<file path="src/rtl/sft_pkg.sv">
package sft_pkg;

  localparam int WORD_W = 24;
  localparam int CNT_W  = 19;
  localparam int NDLY   = 3;

  typedef enum logic [2:0] {
    ST_IDLE  = 3'd0,
    ST_LEAD  = 3'd1,
    ST_BITS  = 3'd2,
    ST_TRAIL = 3'd3,
    ST_GAP   = 3'd4
  } seq_state_t;

  function automatic logic [CNT_W-1:0] baud_pre_val(input logic [1:0] code);
    logic [CNT_W-1:0] v;
    case (code)
      2'd0:    v = CNT_W'(2);
      2'd1:    v = CNT_W'(3);
      2'd2:    v = CNT_W'(5);
      default: v = CNT_W'(7);
    endcase
    return v;
  endfunction

  function automatic logic [CNT_W-1:0] baud_scale_val(input logic [3:0] code);
    logic [CNT_W-1:0] v;
    if (code < 4'd4) v = CNT_W'({code, 1'b0}) + CNT_W'(2);
    else             v = CNT_W'(1) << code;
    return v;
  endfunction

  function automatic logic [CNT_W-1:0] delay_len(input logic [1:0] pre, input logic [3:0] sc);
    logic [CNT_W-1:0] odd;
    odd = CNT_W'({pre, 1'b1});
    return odd << (CNT_W'(sc) + CNT_W'(1));
  endfunction

endpackage

</file>
<file path="src/rtl/sft_decode.sv">
module sft_decode
  import sft_pkg::*;
(
  input  logic [WORD_W-1:0] word,
  output logic [CNT_W-1:0]  half_len,
  output logic [CNT_W-1:0]  lead_len,
  output logic [CNT_W-1:0]  trail_len,
  output logic [CNT_W-1:0]  gap_len
);

  localparam int PRE_TOP = 23;
  localparam int SC_TOP  = 15;

  logic [CNT_W-1:0] dly [NDLY];
  logic [CNT_W-1:0] period;

  genvar gi;
  generate
    for (gi = 0; gi < NDLY; gi++) begin : g_dly
      assign dly[gi] = delay_len(word[PRE_TOP - 2*gi -: 2], word[SC_TOP - 4*gi -: 4]);
    end
  endgenerate

  always_comb begin
    period   = baud_pre_val(word[17:16]) * baud_scale_val(word[3:0]);
    half_len = period >> 1;
  end

  assign lead_len  = dly[0];
  assign trail_len = dly[1];
  assign gap_len   = dly[2];

endmodule

</file>
<file path="src/rtl/sft_seq.sv">
module sft_seq
  import sft_pkg::*;
#(
  parameter int FRAME_CODE_W = 4
) (
  input  logic                    clk,
  input  logic                    rst_n,
  input  logic                    start,
  input  logic [WORD_W-1:0]       word_in,
  input  logic [FRAME_CODE_W-1:0] code_in,
  input  logic                    cpol_in,
  input  logic                    cpha_in,
  input  logic [CNT_W-1:0]        lead_live,
  input  logic [CNT_W-1:0]        half_len,
  input  logic [CNT_W-1:0]        trail_len,
  input  logic [CNT_W-1:0]        gap_len,
  output logic [WORD_W-1:0]       word_q,
  output logic                    sck,
  output logic                    cs_active,
  output logic                    sample_stb,
  output logic                    shift_stb,
  output logic                    done
);

  localparam logic [CNT_W-1:0]        CNT_ONE  = CNT_W'(1);
  localparam logic [FRAME_CODE_W-1:0] BITS_ONE = FRAME_CODE_W'(1);

  seq_state_t              state_q, state_d;
  logic [CNT_W-1:0]        cnt_q, cnt_d;
  logic [FRAME_CODE_W-1:0] bits_q, bits_d;
  logic                    half_q, half_d;
  logic                    sample_q, sample_d;
  logic                    shift_q, shift_d;
  logic                    done_q, done_d;
  logic                    cap_en;
  logic [FRAME_CODE_W-1:0] code_q;
  logic                    cpol_q, cpha_q;
  logic                    cnt_zero;

  assign cnt_zero = (cnt_q == '0);

  always_comb begin
    state_d  = state_q;
    cnt_d    = cnt_q;
    bits_d   = bits_q;
    half_d   = half_q;
    sample_d = 1'b0;
    shift_d  = 1'b0;
    done_d   = 1'b0;
    cap_en   = 1'b0;
    case (state_q)
      ST_IDLE: begin
        if (start) begin
          cap_en  = 1'b1;
          state_d = ST_LEAD;
          cnt_d   = lead_live - CNT_ONE;
        end
      end
      ST_LEAD: begin
        if (cnt_zero) begin
          state_d = ST_BITS;
          half_d  = 1'b0;
          cnt_d   = half_len - CNT_ONE;
          bits_d  = code_q;
          shift_d = cpha_q;
        end else begin
          cnt_d = cnt_q - CNT_ONE;
        end
      end
      ST_BITS: begin
        if (!cnt_zero) begin
          cnt_d = cnt_q - CNT_ONE;
        end else if (!half_q) begin
          half_d   = 1'b1;
          cnt_d    = half_len - CNT_ONE;
          sample_d = 1'b1;
        end else if (bits_q == '0) begin
          state_d = ST_TRAIL;
          half_d  = 1'b0;
          cnt_d   = trail_len - CNT_ONE;
        end else begin
          bits_d  = bits_q - BITS_ONE;
          half_d  = 1'b0;
          cnt_d   = half_len - CNT_ONE;
          shift_d = 1'b1;
        end
      end
      ST_TRAIL: begin
        if (cnt_zero) begin
          state_d = ST_GAP;
          cnt_d   = gap_len - CNT_ONE;
        end else begin
          cnt_d = cnt_q - CNT_ONE;
        end
      end
      ST_GAP: begin
        if (cnt_zero) begin
          state_d = ST_IDLE;
          done_d  = 1'b1;
        end else begin
          cnt_d = cnt_q - CNT_ONE;
        end
      end
      default: begin
        state_d = ST_IDLE;
        cnt_d   = '0;
      end
    endcase
  end

  always_ff @(posedge clk or negedge rst_n) begin
    if (!rst_n) begin
      state_q  <= ST_IDLE;
      cnt_q    <= '0;
      bits_q   <= '0;
      half_q   <= 1'b0;
      sample_q <= 1'b0;
      shift_q  <= 1'b0;
      done_q   <= 1'b0;
    end else begin
      state_q  <= state_d;
      cnt_q    <= cnt_d;
      bits_q   <= bits_d;
      half_q   <= half_d;
      sample_q <= sample_d;
      shift_q  <= shift_d;
      done_q   <= done_d;
    end
  end

  always_ff @(posedge clk or negedge rst_n) begin
    if (!rst_n) begin
      word_q <= '0;
      code_q <= '0;
      cpol_q <= 1'b0;
      cpha_q <= 1'b0;
    end else if (cap_en) begin
      word_q <= word_in;
      code_q <= code_in;
      cpol_q <= cpol_in;
      cpha_q <= cpha_in;
    end
  end

  always_comb begin
    if (state_q == ST_IDLE)      sck = cpol_in;
    else if (state_q == ST_BITS) sck = cpol_q ^ cpha_q ^ half_q;
    else                         sck = cpol_q;
  end

  assign cs_active  = (state_q == ST_LEAD) || (state_q == ST_BITS) || (state_q == ST_TRAIL);
  assign sample_stb = sample_q;
  assign shift_stb  = shift_q;
  assign done       = done_q;

endmodule

</file>
<file path="src/rtl/sck_frame_timer.sv">
module sck_frame_timer
  import sft_pkg::*;
#(
  parameter int FRAME_CODE_W = 4
) (
  input  logic                    clk,
  input  logic                    rst_n,
  input  logic                    start,
  input  logic [WORD_W-1:0]       timing_word,
  input  logic [FRAME_CODE_W-1:0] frame_code,
  input  logic                    cpol,
  input  logic                    cpha,
  output logic                    sck,
  output logic                    cs_active,
  output logic                    sample_stb,
  output logic                    shift_stb,
  output logic                    done
);

  logic [WORD_W-1:0] held_word;
  logic [CNT_W-1:0]  live_half, live_lead, live_trail, live_gap;
  logic [CNT_W-1:0]  held_half, held_lead, held_trail, held_gap;

  sft_decode u_dec_live (
    .word      (timing_word),
    .half_len  (live_half),
    .lead_len  (live_lead),
    .trail_len (live_trail),
    .gap_len   (live_gap)
  );

  sft_decode u_dec_held (
    .word      (held_word),
    .half_len  (held_half),
    .lead_len  (held_lead),
    .trail_len (held_trail),
    .gap_len   (held_gap)
  );

  sft_seq #(.FRAME_CODE_W(FRAME_CODE_W)) u_seq (
    .clk        (clk),
    .rst_n      (rst_n),
    .start      (start),
    .word_in    (timing_word),
    .code_in    (frame_code),
    .cpol_in    (cpol),
    .cpha_in    (cpha),
    .lead_live  (live_lead),
    .half_len   (held_half),
    .trail_len  (held_trail),
    .gap_len    (held_gap),
    .word_q     (held_word),
    .sck        (sck),
    .cs_active  (cs_active),
    .sample_stb (sample_stb),
    .shift_stb  (shift_stb),
    .done       (done)
  );

  logic unused_ok;
  assign unused_ok = ^{live_half, live_trail, live_gap, held_lead};

endmodule

</file>
<file path="config.mk">
export PLATFORM = sky130hd
export DESIGN_NAME = sck_frame_timer
export DESIGN_NICKNAME = d
export VERILOG_FILES = /design/src/rtl/sft_pkg.sv /design/src/rtl/sft_decode.sv /design/src/rtl/sft_seq.sv /design/src/rtl/sck_frame_timer.sv
export SDC_FILE = /design/constraint.sdc
export NUM_CORES = 1
export LEC_CHECK = 0
export CORE_MARGIN = 2
export CORE_UTILIZATION = 67
export DETAILED_ROUTE_END_ITERATION = 12
export DONT_BUFFER_PORTS = 1
export MAX_ROUTING_LAYER = met4
export PLACE_DENSITY = 0.91
export SYNTH_ARGS = -nofsm -noshare
export SYNTH_HDL_FRONTEND = slang
export SYNTH_HIERARCHICAL = 1
export SYNTH_SLANG_ARGS = --single-unit
</file>
<file path="constraint.sdc">
create_clock -name clk -period 5.73 [get_ports clk]
set_input_delay 0.8595 -clock clk [delete_from_list [all_inputs] [get_ports clk]]
set_output_delay 0.8595 -clock clk [all_outputs]
set_load 0.02 [all_outputs]
</file>
Yosys cells after proc, flatten, opt, wreduce, memory -nomap -nowiden
Index checks and enable logic that the tools add are counted.
{ "word_totals": {"regBits": 58, "output_inout_bits": 5, "wordCells": 95} }
{ "op_classes": {"add_sub_neg": 10, "mul": 1, "magnitude_cmp": 1, "eq_ne": 15, "n_shift": 4, "muxes": 40, "n_bitwise": 2, "reduce_logical": 11} }
{ "ops": {"columns": ["operator", "count"], "rows": [
  ["2-to-1 mux 19 bit", 8],
  ["one-hot mux 19 bit (5 select lines)", 1],
  ["subtractor 19 x 1 -> 19 bit (second input constant)", 4],
  ["<< shifter 3 x 5 -> 19 bit", 2],
  ["2-to-1 mux 3 bit", 7],
  ["zero test 19 bit", 1],
  ["multiplier 3 x 19 -> 19 bit", 1],
  ["<< shifter 1 x 4 -> 19 bit (first input constant)", 1],
  ["<< shifter 3 x 19 -> 19 bit", 1],
  ["subtractor 18 x 1 -> 19 bit (second input constant)", 1],
  ["2-to-1 mux 4 bit", 4],
  ["adder 4 x 1 -> 5 bit (second input constant)", 3],
  ["2-to-1 mux 1 bit", 15],
  ["one-hot mux 3 bit (5 select lines)", 1],
  ["!= test 2 x 1 -> 1 bit (second input constant)", 6],
  ["one-hot mux 3 bit (3 select lines)", 1],
  ["one-hot mux 4 bit (2 select lines)", 1],
  ["AND reduction 7 bit", 1],
  ["adder 5 x 2 -> 6 bit (second input constant)", 1],
  ["equality test 3 x 2 -> 1 bit (second input constant)", 2],
  ["!= test 2 bit (second input constant)", 3],
  ["AND reduction 5 bit", 1],
  ["zero test 4 bit", 1],
  ["< comparator 4 x 3 -> 1 bit (second input constant)", 1],
  ["other kinds (13)", 16]
]} }

Logic depth before layout (Yosys ltp)
Gate-level depths: netlist of the first run.
{ "depth": {"word_depth": 8, "depth_mapped": 22, "mapped_depth_nobuf": 21} }

Modules after synthesis
Netlist of the first run, hierarchy kept.
{ "by_module_without_submodules": {"columns": ["module", "n_inst", "cells_per_inst", "area_each_um2", "seq_area_each_um2"], "rows": [
  ["sft_decode", 2, 456, 2894.0, 0.0],
  ["sft_seq", 1, 641, 4947.2, 1501.4]
]} }

Worst setup path after synthesis of the first run
No wires, ideal clock.
{ "synth_path": {"path_type": "register to register", "startpoint": "register u_seq.word_q[2]", "endpoint": "register u_seq.cnt_q[13]", "setup_time_ps": 83, "arrival_ps": 4548, "required_time_ps": 5647, "setup_slack_ps": 1100, "stages_incl_launch_ff": 23, "n_path_buf": 1, "synth_period_minus_slack_ps": 4630, "cell_sequence": "dfrtp_1 -> clkbuf_1 -> inv_1 -> ha_1 -> nor2_1 -> a21oi_1 -> nor2_1 -> nand2_1 -> fa_1 -> inv_1 -> ha_1 -> nor2b_4 -> o31a_1 -> o31a_1 -> and2b_1 -> xnor2_1 -> nor4_1 -> nand3_1 -> or3_1 -> xor2_1 -> o22ai_1 -> a21oi_1 -> o21ai_0"} }
{ "synth_between": {"elab_chain_cells": 8, "elab_cells_between_ends": 11} }
{ "synth_lines": {"columns": ["element", "line", "text"], "rows": [
  ["start, declared", "sft_seq.sv:17", "output logic [WORD_W-1:0] word_q,"],
  ["start signal, assigned", "sft_seq.sv:138", "word_q <= word_in;"],
  ["adder 5 x 2 -> 6 bit, or another cell as far along", "sft_pkg.sv:28", "if (code < 4'd4) v = CNT_W'({code, 1'b0}) + CNT_W'(2);"],
  ["2-to-1 mux 19 bit *", "sft_pkg.sv:28", null],
  ["multiplier 3 x 19 -> 19 bit *", "sft_decode.sv:25", "period = baud_pre_val(word[17:16]) * baud_scale_val(word[3:0]);"],
  ["via held_half[9]", "sck_frame_timer.sv:22", "logic [CNT_W-1:0] held_half, held_lead, held_trail, held_gap;"],
  ["subtractor 18 x 1 -> 19 bit *", "sft_seq.sv:63, sft_seq.sv:75, sft_seq.sv:84", null],
  ["2-to-1 mux 19 bit", "sft_seq.sv:77", "end else if (bits_q == '0) begin"],
  ["2-to-1 mux 19 bit", "sft_seq.sv:73", "end else if (!half_q) begin"],
  ["2-to-1 mux 19 bit", "sft_seq.sv:71", "if (!cnt_zero) begin"],
  ["one-hot mux 19 bit (5 select lines) *", "sft_seq.sv:51", "case (state_q)"],
  ["end signal, assigned", "sft_seq.sv:122", "cnt_q <= cnt_d;"],
  ["end, declared", "sft_seq.sv:29", "logic [CNT_W-1:0] cnt_q, cnt_d;"]
]} }
Mark *: on every way through the listed nets, which the timed path passes. The rest lies on a longest branch.
A chain may end at the register's enable or synchronous reset.

Worst setup path in the final report of the first run
{ "layout_path": {"startpoint": "register u_seq.word_q[2]", "endpoint": "register u_seq.cnt_q[18]"} }
Same word-level chain as after synthesis.

==> results of run 1 <==
[power by group]
| part | switching [mW] | internal [mW] | total, mW |
|---|---|---|---|
| combinational | 1.20 | 0.777 | 1.97 |
| clock | 0.172 | 0.168 | 0.341 |
| sequential | 0.164 | 0.482 | 0.646 |
[state kept, by name, summed over array words and instances, names as in the netlist]
name              flops
u_seq/cpha_q          1
u_seq/shift_stb       1
u_seq/half_q          1
u_seq/bits_q          4
u_seq/sample_stb      1
u_seq/cnt_q          19
u_seq/code_q          4
u_seq/state_q         3
u_seq/done            1
u_seq/cpol_q          1
u_seq/word_q         18
[layer usage]
layer / GRT usage / vias to the layer above / routed length, um
met4: 0.129 / 0 / 660
met5: - / - / 0
li1: - / 3739 / -
met3: 0.0831 / 62 / 2170
met1: 0.459 / 3686 / 8560
met2: 0.519 / 436 / 9300
[through the flow]
stage / hold WS [ns] / setup WS (ns) / area, sq um / power, mW
after floorplan: 0.444 / 1.10 / 7630 / 2.13
after global placement: 0.463 / 0.930 / 7630 / 2.49
after detailed placement: 0.474 / 0.730 / 7630 / 2.54
after CTS: 0.224 / 0.698 / 7780 / 2.89
after global routing: 0.213 / 0.225 / 7780 / 3.18
final: 0.226 / 0.600 / 7780 / 2.96
[final timing paths]
check                           cells after the start             from  slack, ns               end
min in group clk                                    2  u_seq/code_q[3]       0.49   u_seq/code_q[3]
worst max-delay path                               21  u_seq/word_q[2]       0.60   u_seq/cnt_q[18]
worst max register to register                     21  u_seq/word_q[2]       0.60   u_seq/cnt_q[18]
worst min-delay path                                0            rst_n       0.23  u_seq/word_q[17]
worst min register to register                      2  u_seq/code_q[3]       0.49   u_seq/code_q[3]
max in group asynchronous                           0            rst_n       5.38   u_seq/cnt_q[11]
[final cells by class]
cell class | instances | area (sq um)
well taps | 140 | 175
flip-flops and latches | 54 | 1350
fillers | 906 | 3200
multi-input cells | 917 | 5850
inverters | 59 | 221
clock inverters | 3 | 28.8
clock buffers | 5 | 125
repair buffers | 4 | 30.0
[cells in the final DEF, fill, tap and decap left out, drive strengths merged, types with 9 or more instances in the layout]
cell / instances
xor2: 31
inv: 61
a22oi: 19
o211ai: 12
nor2: 134
a21oi: 57
o22ai: 35
nand2: 162
nor4: 19
a21o: 9
dfrtp: 54
o21ai: 51
ha: 37
a211oi: 10
fa: 15
xnor2: 56
and2: 13
nor2b: 17
nor3: 38
or3: 13
nand2b: 22
nor3b: 12
nand3: 37
==> run summary, run 1 <==
* final number of max-transition violations: 0
* maximum number of pins on one net before global-route repair: 55
* Layout area overhead: 2.10%
* crit-path most repeated cell: sky130_fd_sc_hd__nor2_1
* placed insts: 1174
* final setup skew: 0.00927 ns
* Final Wtd Congestion: 1.08
* Max FO, Critical Path: 12
* first-pass GRT wire length: 34600 um
* pwr/cell area: 380 mW/mm^2
* IO Port Bufs: 0
* die height: 111 um
* Post-DRT Antenna Nets: 0
* leakage power: 3.27 nW
* TNS Setup: 0 ns
* global-route congestion overflow total: 0
* worst setup path category: flip-flop to flip-flop
* mean instance size in the synthesized netlist: 7.10 sq um
* slowest stage delay, CP: 0.57 ns
* post-CTS setup buffer count: 0
* list of cells traversed by the critical path: inv_1 -> ha_1 -> nor2_1 -> a21oi_1 -> nor2_1 -> nand2_1 -> fa_1 -> inv_1 -> ha_1 -> nor2b_4 -> o31a_1 -> o31a_1 -> a221oi_2 -> xnor2_1 -> nor3_1 -> nand2_1 -> nor4_1 -> xnor2_1 -> nor2_1 -> a211oi_1 -> o2111ai_1
* floorplan core area: 0.0110 sq mm
* worst IR drop on VDD: 0.234 mV
* Final Non-Filler Cells: 1182
* Num Clock Sinks: 54
* post_cts resized: 0
* Worst Setup End Kind: flip-flop
* CTS Hold Buffers Added: 0
* fin crit share: 0.895
* RSZ-0062 raised after global routing: no
* share of post-route cells with drive strength above 1: 0.0441
* average wire per standard cell: 17.5 um
* launching element type of the critical path: flip-flop
* total number of vias: 7923
* initial cell density of the core: 0.694
* final core utilization: 0.709
* maximum level of the CTS H-tree: 2
* Period minus WS final: 5.13 ns
* total wire length after detailed routing: 20700 um
* number of optimization iterations in the first detailed-route pass: 6
* Data required, critical path: 5.97 ns
* Syn. warnings: 6
* classification of the worst-slack hold path: input pin to asynchronous set/reset pin
* Max Clock Freq: 195 MHz
* number of antenna cells inserted: 0
* worst relative slew slack: 0.334
* synthesized area: 0.00762 sq mm
* placed wire-length estimate after detailed placement: 15700 um
* result of the run: finished, final reports clean
* final number of setup-violating endpoints: 0
* number of global-route vias before repair: 7146
* transition at the pin with the smallest max-transition slack: 0.999 ns
* number of placement rows: 38
* via-per-instance ratio: 6.70
* clock transition at the register clock pins on the worst setup and hold paths after CTS: 0.08 ns
* Die Outline Area: 0.0122 sq mm
* clock tree from TritonCTS: yes
* number of nets in the layout: 1126
* crit-path leading delay family: simple AND/OR/NAND/NOR gates
* clk buf depth: 2
* CP Data Arrival Time: 5.37 ns
* total track usage: 0.347
* detailed-route DRC error count: 0
* Post-Syn Instances: 1073
* Fin. Hold Viols: 0
* cell with the largest stage delay on the worst path: sky130_fd_sc_hd__dfrtp_1
* CTS root buf: sky130_fd_sc_hd__clkbuf_16
* first-iteration detailed-routing DRC count: 1119
* die outline width: 111 um
* count of boundary I/O pins: 38
* latest clock arrival within the worst-skew pair: 0.32 ns
* number of buffers created by CTS: 5
* number of buffer and inverter stages on the critical path: 2
* max cap viols: 0
* initial antenna violation count: 0
No activity file was read; power rests on OpenSTA's default activity.
==> run 2: changes to the inputs <==
- PLACE_DENSITY: 0.91 -> not set
- PLACE_DENSITY_LB_ADDON: not set -> 0.05
==> run summary, run 2 (same netlist as run 1, synthesis figures left out) <==
* floorplan core area: 0.0110 sq mm
* leakage power: 3.27 nW
* Period minus WS final: 5.06 ns
* number of placement rows: 38
* CTS Hold Buffers Added: 0
* final setup skew: 0.00730 ns
* total wire length after detailed routing: 20700 um
* fin crit share: 0.883
* Max Clock Freq: 198 MHz
* largest register by flop count: u_seq/cnt_q
* total track usage: 0.344
* share of post-route cells with drive strength above 1: 0.0432
* IO Port Bufs: 0
* RSZ-0062 raised after global routing: no
* commonest cells after routing, fill and taps aside: sky130_fd_sc_hd__nand2_1 (161), sky130_fd_sc_hd__nor2_1 (133), sky130_fd_sc_hd__inv_1 (59)
* largest registers in the final layout: u_seq/cnt_q (19), u_seq/word_q (18)
* clock transition at the register clock pins on the worst setup and hold paths after CTS: 0.07 ns
* most common library cell in the layout ignoring fill and taps: sky130_fd_sc_hd__nand2_1
* count of boundary I/O pins: 38
* Post-DRT Antenna Nets: 0
* number of flip-flops in the largest register: 19
* worst IR drop on VDD: 0.281 mV
* final number of max-transition violations: 0
* first-pass GRT wire length: 33900 um
* worst setup path category: flip-flop to flip-flop
* placed wire-length estimate after detailed placement: 16100 um
* number of buffers created by CTS: 5
* clk buf depth: 2
* post_cts resized: 0
* launching element type of the critical path: flip-flop
* max cap viols: 0
* Final Wtd Congestion: 0.988
* worst relative slew slack: 0.334
* die height: 111 um
* transition at the pin with the smallest max-transition slack: 1.00 ns
* Num Clock Sinks: 54
* Worst Setup End Kind: flip-flop
* Worst R2R Path Depth: 20
* Layout area overhead: 2.00%
* global-route congestion overflow total: 0
* Fin. Hold Viols: 0
* layout filler cell count: 948
* Data required, critical path: 5.96 ns
* TNS Setup: 0 ns
* latest clock arrival within the worst-skew pair: 0.31 ns
* via-per-instance ratio: 6.55
* first-iteration detailed-routing DRC count: 883
* die outline width: 111 um
* initial antenna violation count: 0
* CTS root buf: sky130_fd_sc_hd__clkbuf_16
* number of optimization iterations in the first detailed-route pass: 10
* Max FO, Critical Path: 12
* reg-to-reg critical path startpoint: u_seq/word_q[2]
* number of nets in the layout: 1125
* post-CTS setup buffer count: 0
* average wire per standard cell: 17.5 um
* DP Worst Slack: 0.776 ns
* total number of vias: 7730
* result of the run: finished, final reports clean
* clock tree from TritonCTS: yes
* classification of the worst-slack hold path: input pin to asynchronous set/reset pin
* final number of setup-violating endpoints: 0
* number of global-route vias before repair: 6822
* final core utilization: 0.708
* pwr/cell area: 380 mW/mm^2
* Reg2Reg Setup Slack: 0.67 ns
* initial cell density of the core: 0.694
* detailed-route DRC error count: 0
* Final WS setup: 0.670 ns
* maximum level of the CTS H-tree: 2
* number of antenna cells inserted: 0
* Reg-to-Reg End: u_seq/cnt_q[13]
* Die Outline Area: 0.0122 sq mm
* maximum number of pins on one net before global-route repair: 55
* CP Data Arrival Time: 5.29 ns
run 2: cell count changes in the layout (fill, tap and decap cells not counted), sizes merged:
cell	delta
buf	-1
run 2: power breakdown:
part	switching [mW]	leakage, nW	total [mW]	internal (mW)
sequential	0.166	0.667	0.648	0.482
combinational	1.21	2.52	1.98	0.772
clock	0.162	0.0763	0.330	0.168
run 2: worst max-delay path by stage:
stage	end	cells past startpoint	slack, ns	startpoint
global placement	u_seq/cnt_q[13]	20	0.95	u_seq/word_q[2]
floorplan	u_seq/cnt_q[13]	22	1.10	u_seq/word_q[2]
CTS	u_seq/cnt_q[13]	20	0.69	u_seq/word_q[2]
detailed placement	u_seq/cnt_q[13]	20	0.78	u_seq/word_q[2]
finish	u_seq/cnt_q[13]	20	0.67	u_seq/word_q[2]
global route	u_seq/cnt_q[13]	21	0.16	u_seq/word_q[2]
run 2: critical path, stage by stage (launching register included):
cell and delay [ns]:
sky130_fd_sc_hd__dfrtp_1 0.54, sky130_fd_sc_hd__inv_1 0.12, sky130_fd_sc_hd__ha_1 0.31, sky130_fd_sc_hd__nor2_1 0.09
sky130_fd_sc_hd__a21oi_1 0.05, sky130_fd_sc_hd__nor2_1 0.21, sky130_fd_sc_hd__o21ai_0 0.16, sky130_fd_sc_hd__fa_1 0.52
sky130_fd_sc_hd__fa_1 0.51, sky130_fd_sc_hd__nor2b_4 0.13, sky130_fd_sc_hd__o31a_1 0.17, sky130_fd_sc_hd__o31a_1 0.23
sky130_fd_sc_hd__and2b_1 0.22, sky130_fd_sc_hd__xnor2_1 0.18, sky130_fd_sc_hd__nor4_1 0.36, sky130_fd_sc_hd__nand3_1 0.21
sky130_fd_sc_hd__or3_1 0.40, sky130_fd_sc_hd__xor2_1 0.15, sky130_fd_sc_hd__o22ai_1 0.17, sky130_fd_sc_hd__a21oi_1 0.09
sky130_fd_sc_hd__o21ai_0 0.17
run 2: cell type report:
cell class / count / area (sq um) / area share
sequential: 54 / 1350 / 0.174
clock buffer: 5 / 125 / 0.0161
clock inverter: 3 / 28.8 / 0.00370
timing repair buffer: 3 / 22.5 / 0.00290
multi-input combinational: 917 / 5850 / 0.753
inverter: 59 / 221 / 0.0285
tap: 140 / 175 / 0.0225
run 2: metal layers:
metal	global-route usage	vias up	wire, um
li1	-	3742	-
met2	0.509	343	9160
met4	0.173	0	1020
met3	0.0503	72	1500
met5	-	-	0
met1	0.462	3573	9020
run 2: per-stage QoR:
| step | area, sq um | power (mW) | instances | hold WS [ns] |
|---|---|---|---|---|
| after floorplan | 7630 | 2.13 | 1075 | 0.444 |
| after global placement | 7620 | 2.54 | 1173 | 0.460 |
| after detailed placement | 7620 | 2.56 | 1173 | 0.472 |
| after CTS | 7780 | 2.91 | 1181 | 0.231 |
| after global routing | 7780 | 3.18 | 1181 | 0.225 |
| final | 7780 | 2.96 | 1181 | 0.240 |
==> run 3: changes to the inputs <==
- CORE_UTILIZATION: 67 -> 25
==> run summary, run 3 (same netlist as run 1, synthesis figures left out) <==
* result of the run: finished, final reports clean
* first-pass GRT wire length: 42200 um
* RSZ-0062 raised after global routing: no
* count of boundary I/O pins: 38
* post_cts resized: 0
* via-per-instance ratio: 5.17
* area of combinational cells with multiple inputs: 0.00586 sq mm
* Die Outline Area: 0.0319 sq mm
* share of post-route cells with drive strength above 1: 0.0478
* layout filler cell count: 3346
* CP Data Arrival Time: 5.28 ns
* leakage power: 3.30 nW
* number of optimization iterations in the first detailed-route pass: 5
* Worst R2R Path Depth: 20
* post-route worst hold slack: 0.207 ns
* worst relative slew slack: 0.340
* largest registers in the final layout: u_seq/cnt_q (19), u_seq/word_q (18)
* placed wire-length estimate after detailed placement: 21100 um
* Data required, critical path: 5.93 ns
* latest clock arrival within the worst-skew pair: 0.34 ns
* largest register by flop count: u_seq/cnt_q
* reg-to-reg critical path startpoint: u_seq/word_q[2]
* final number of max-transition violations: 0
* post-CTS setup buffer count: 0
* global-route congestion overflow total: 0
* highest metal layer with signal wires: met4
* first-iteration detailed-routing DRC count: 393
* number of global-route vias before repair: 7172
* total number of vias: 7413
* number of flip-flops in the largest register: 19
* number of nets in the layout: 1129
* Fin. Hold Viols: 0
* Reg-to-Reg End: u_seq/cnt_q[15]
* die height: 179 um
* Layout area overhead: 6.84%
* transition at the pin with the smallest max-transition slack: 0.990 ns
* detailed-route DRC error count: 0
* TNS Setup: 0 ns
* floorplan core area: 0.0298 sq mm
* Sequential cell area: 0.00135 sq mm
* total track usage: 0.179
* number of placement rows: 63
* met1 wire length: 13000 um
* Final WS setup: 0.642 ns
* critical path capture point: u_seq/cnt_q[15]
* Final Wtd Congestion: 0.804
* maximum number of pins on one net before global-route repair: 55
* number of buffers created by CTS: 5
* IO Port Bufs: 0
* clk buf depth: 2
* pwr/cell area: 383 mW/mm^2
* launching element type of the critical path: flip-flop
* total wire length after detailed routing: 26900 um
* final number of setup-violating endpoints: 0
* Reg2Reg Setup Slack: 0.64 ns
* metal2 WL: 12700 um
* initial antenna violation count: 0
* worst setup path category: flip-flop to flip-flop
* average wire per standard cell: 18.7 um
* Period minus WS final: 5.09 ns
* max cap viols: 0
* classification of the worst-slack hold path: input pin to asynchronous set/reset pin
* CTS root buf: sky130_fd_sc_hd__clkbuf_16
* Max Clock Freq: 197 MHz
* initial cell density of the core: 0.256
* fin crit share: 0.888
* number of antenna cells inserted: 0
* most common library cell in the layout ignoring fill and taps: sky130_fd_sc_hd__nand2_1
* clock transition at the register clock pins on the worst setup and hold paths after CTS: 0.09 ns
* clock tree from TritonCTS: yes
* maximum level of the CTS H-tree: 2
* commonest cells after routing, fill and taps aside: sky130_fd_sc_hd__nand2_1 (160), sky130_fd_sc_hd__nor2_1 (133), sky130_fd_sc_hd__inv_1 (59)
* met3 WL post-DR: 774 um
* worst IR drop on VDD: 0.122 mV
* DP Worst Slack: 0.616 ns
* die outline width: 179 um
* beginning of the critical path: u_seq/word_q[2]
* Num Clock Sinks: 54
* Max FO, Critical Path: 12
* Post-DRT Antenna Nets: 0
* final setup skew: 0.0165 ns
* CTS Hold Buffers Added: 0
* Worst Setup End Kind: flip-flop
## run 3: cell types whose count changed in the layout (fill, tap and decap cells not counted), sizes merged
| cell | before | now |
|---|---|---|
| clkinv | 1 | 0 |
| buf | 3 | 7 |
| bufinv | 0 | 1 |
## run 3: through the flow
step / instance area, sq um / std cells / utilization / total power, mW
floorplan: 7630 / 1075 / - / 2.13
global placement: 7970 / 1427 / 0.268 / 2.75
detailed placement: 7970 / 1427 / 0.268 / 2.72
CTS: 8150 / 1435 / 0.273 / 3.15
finish: 8150 / 1435 / 0.273 / 3.12
global route: 8150 / 1435 / 0.273 / 3.42
## run 3: area by class of cell
class,instances,area share
repair buffers,7,0.00645
clock inverters,3,0.00584
clock buffers,5,0.0154
well taps,390,0.0599
multi-input cells,917,0.719
inverters,59,0.0272
flip-flops and latches,54,0.166
## run 3: critical path, stage by stage, from the launching register on
cell,delay (ns)
sky130_fd_sc_hd__dfrtp_1,0.55
sky130_fd_sc_hd__inv_1,0.13
sky130_fd_sc_hd__ha_1,0.30
sky130_fd_sc_hd__nor2_1,0.09
sky130_fd_sc_hd__a21oi_1,0.05
sky130_fd_sc_hd__nor2_1,0.19
sky130_fd_sc_hd__o21ai_0,0.16
sky130_fd_sc_hd__fa_1,0.50
sky130_fd_sc_hd__fa_1,0.51
sky130_fd_sc_hd__nor2b_4,0.13
sky130_fd_sc_hd__o31a_1,0.17
sky130_fd_sc_hd__o31a_1,0.24
sky130_fd_sc_hd__and2b_1,0.21
sky130_fd_sc_hd__xnor2_1,0.19
sky130_fd_sc_hd__nor4_1,0.39
sky130_fd_sc_hd__nand3_1,0.22
sky130_fd_sc_hd__nor3b_1,0.31
sky130_fd_sc_hd__xnor2_1,0.17
sky130_fd_sc_hd__o22ai_1,0.09
sky130_fd_sc_hd__o21ai_0,0.21
sky130_fd_sc_hd__o211ai_1,0.12
## run 3: where the power goes
group          leakage [nW]  total, mW  internal (mW)  switching [mW]
registers             0.667      0.647          0.482           0.165
clock network        0.0848      0.403          0.211           0.192
logic                  2.55       2.07          0.795            1.27
total                  3.30       3.12           1.49            1.63
## run 3: worst min path at each step
stage	start	to	slack, ns	cells past startpoint
6_report	rst_n	u_seq/bits_q[3]	0.21	0
5_1_grt	rst_n	u_seq/bits_q[3]	0.18	0
4_1_cts	rst_n	u_seq/bits_q[3]	0.17	0
3_5_place_dp	u_seq/code_q[1]	u_seq/code_q[1]	0.47	2
3_3_place_gp	u_seq/code_q[1]	u_seq/code_q[1]	0.47	2
2_1_floorplan	u_seq/word_q[6]	u_seq/word_q[6]	0.44	2
## run 3: per-layer routing
metal,vias up,GRT usage
li1,3762,-
met1,3524,0.234
met2,105,0.288
met3,22,0.0292
met4,0,0.0413
met5,-,-
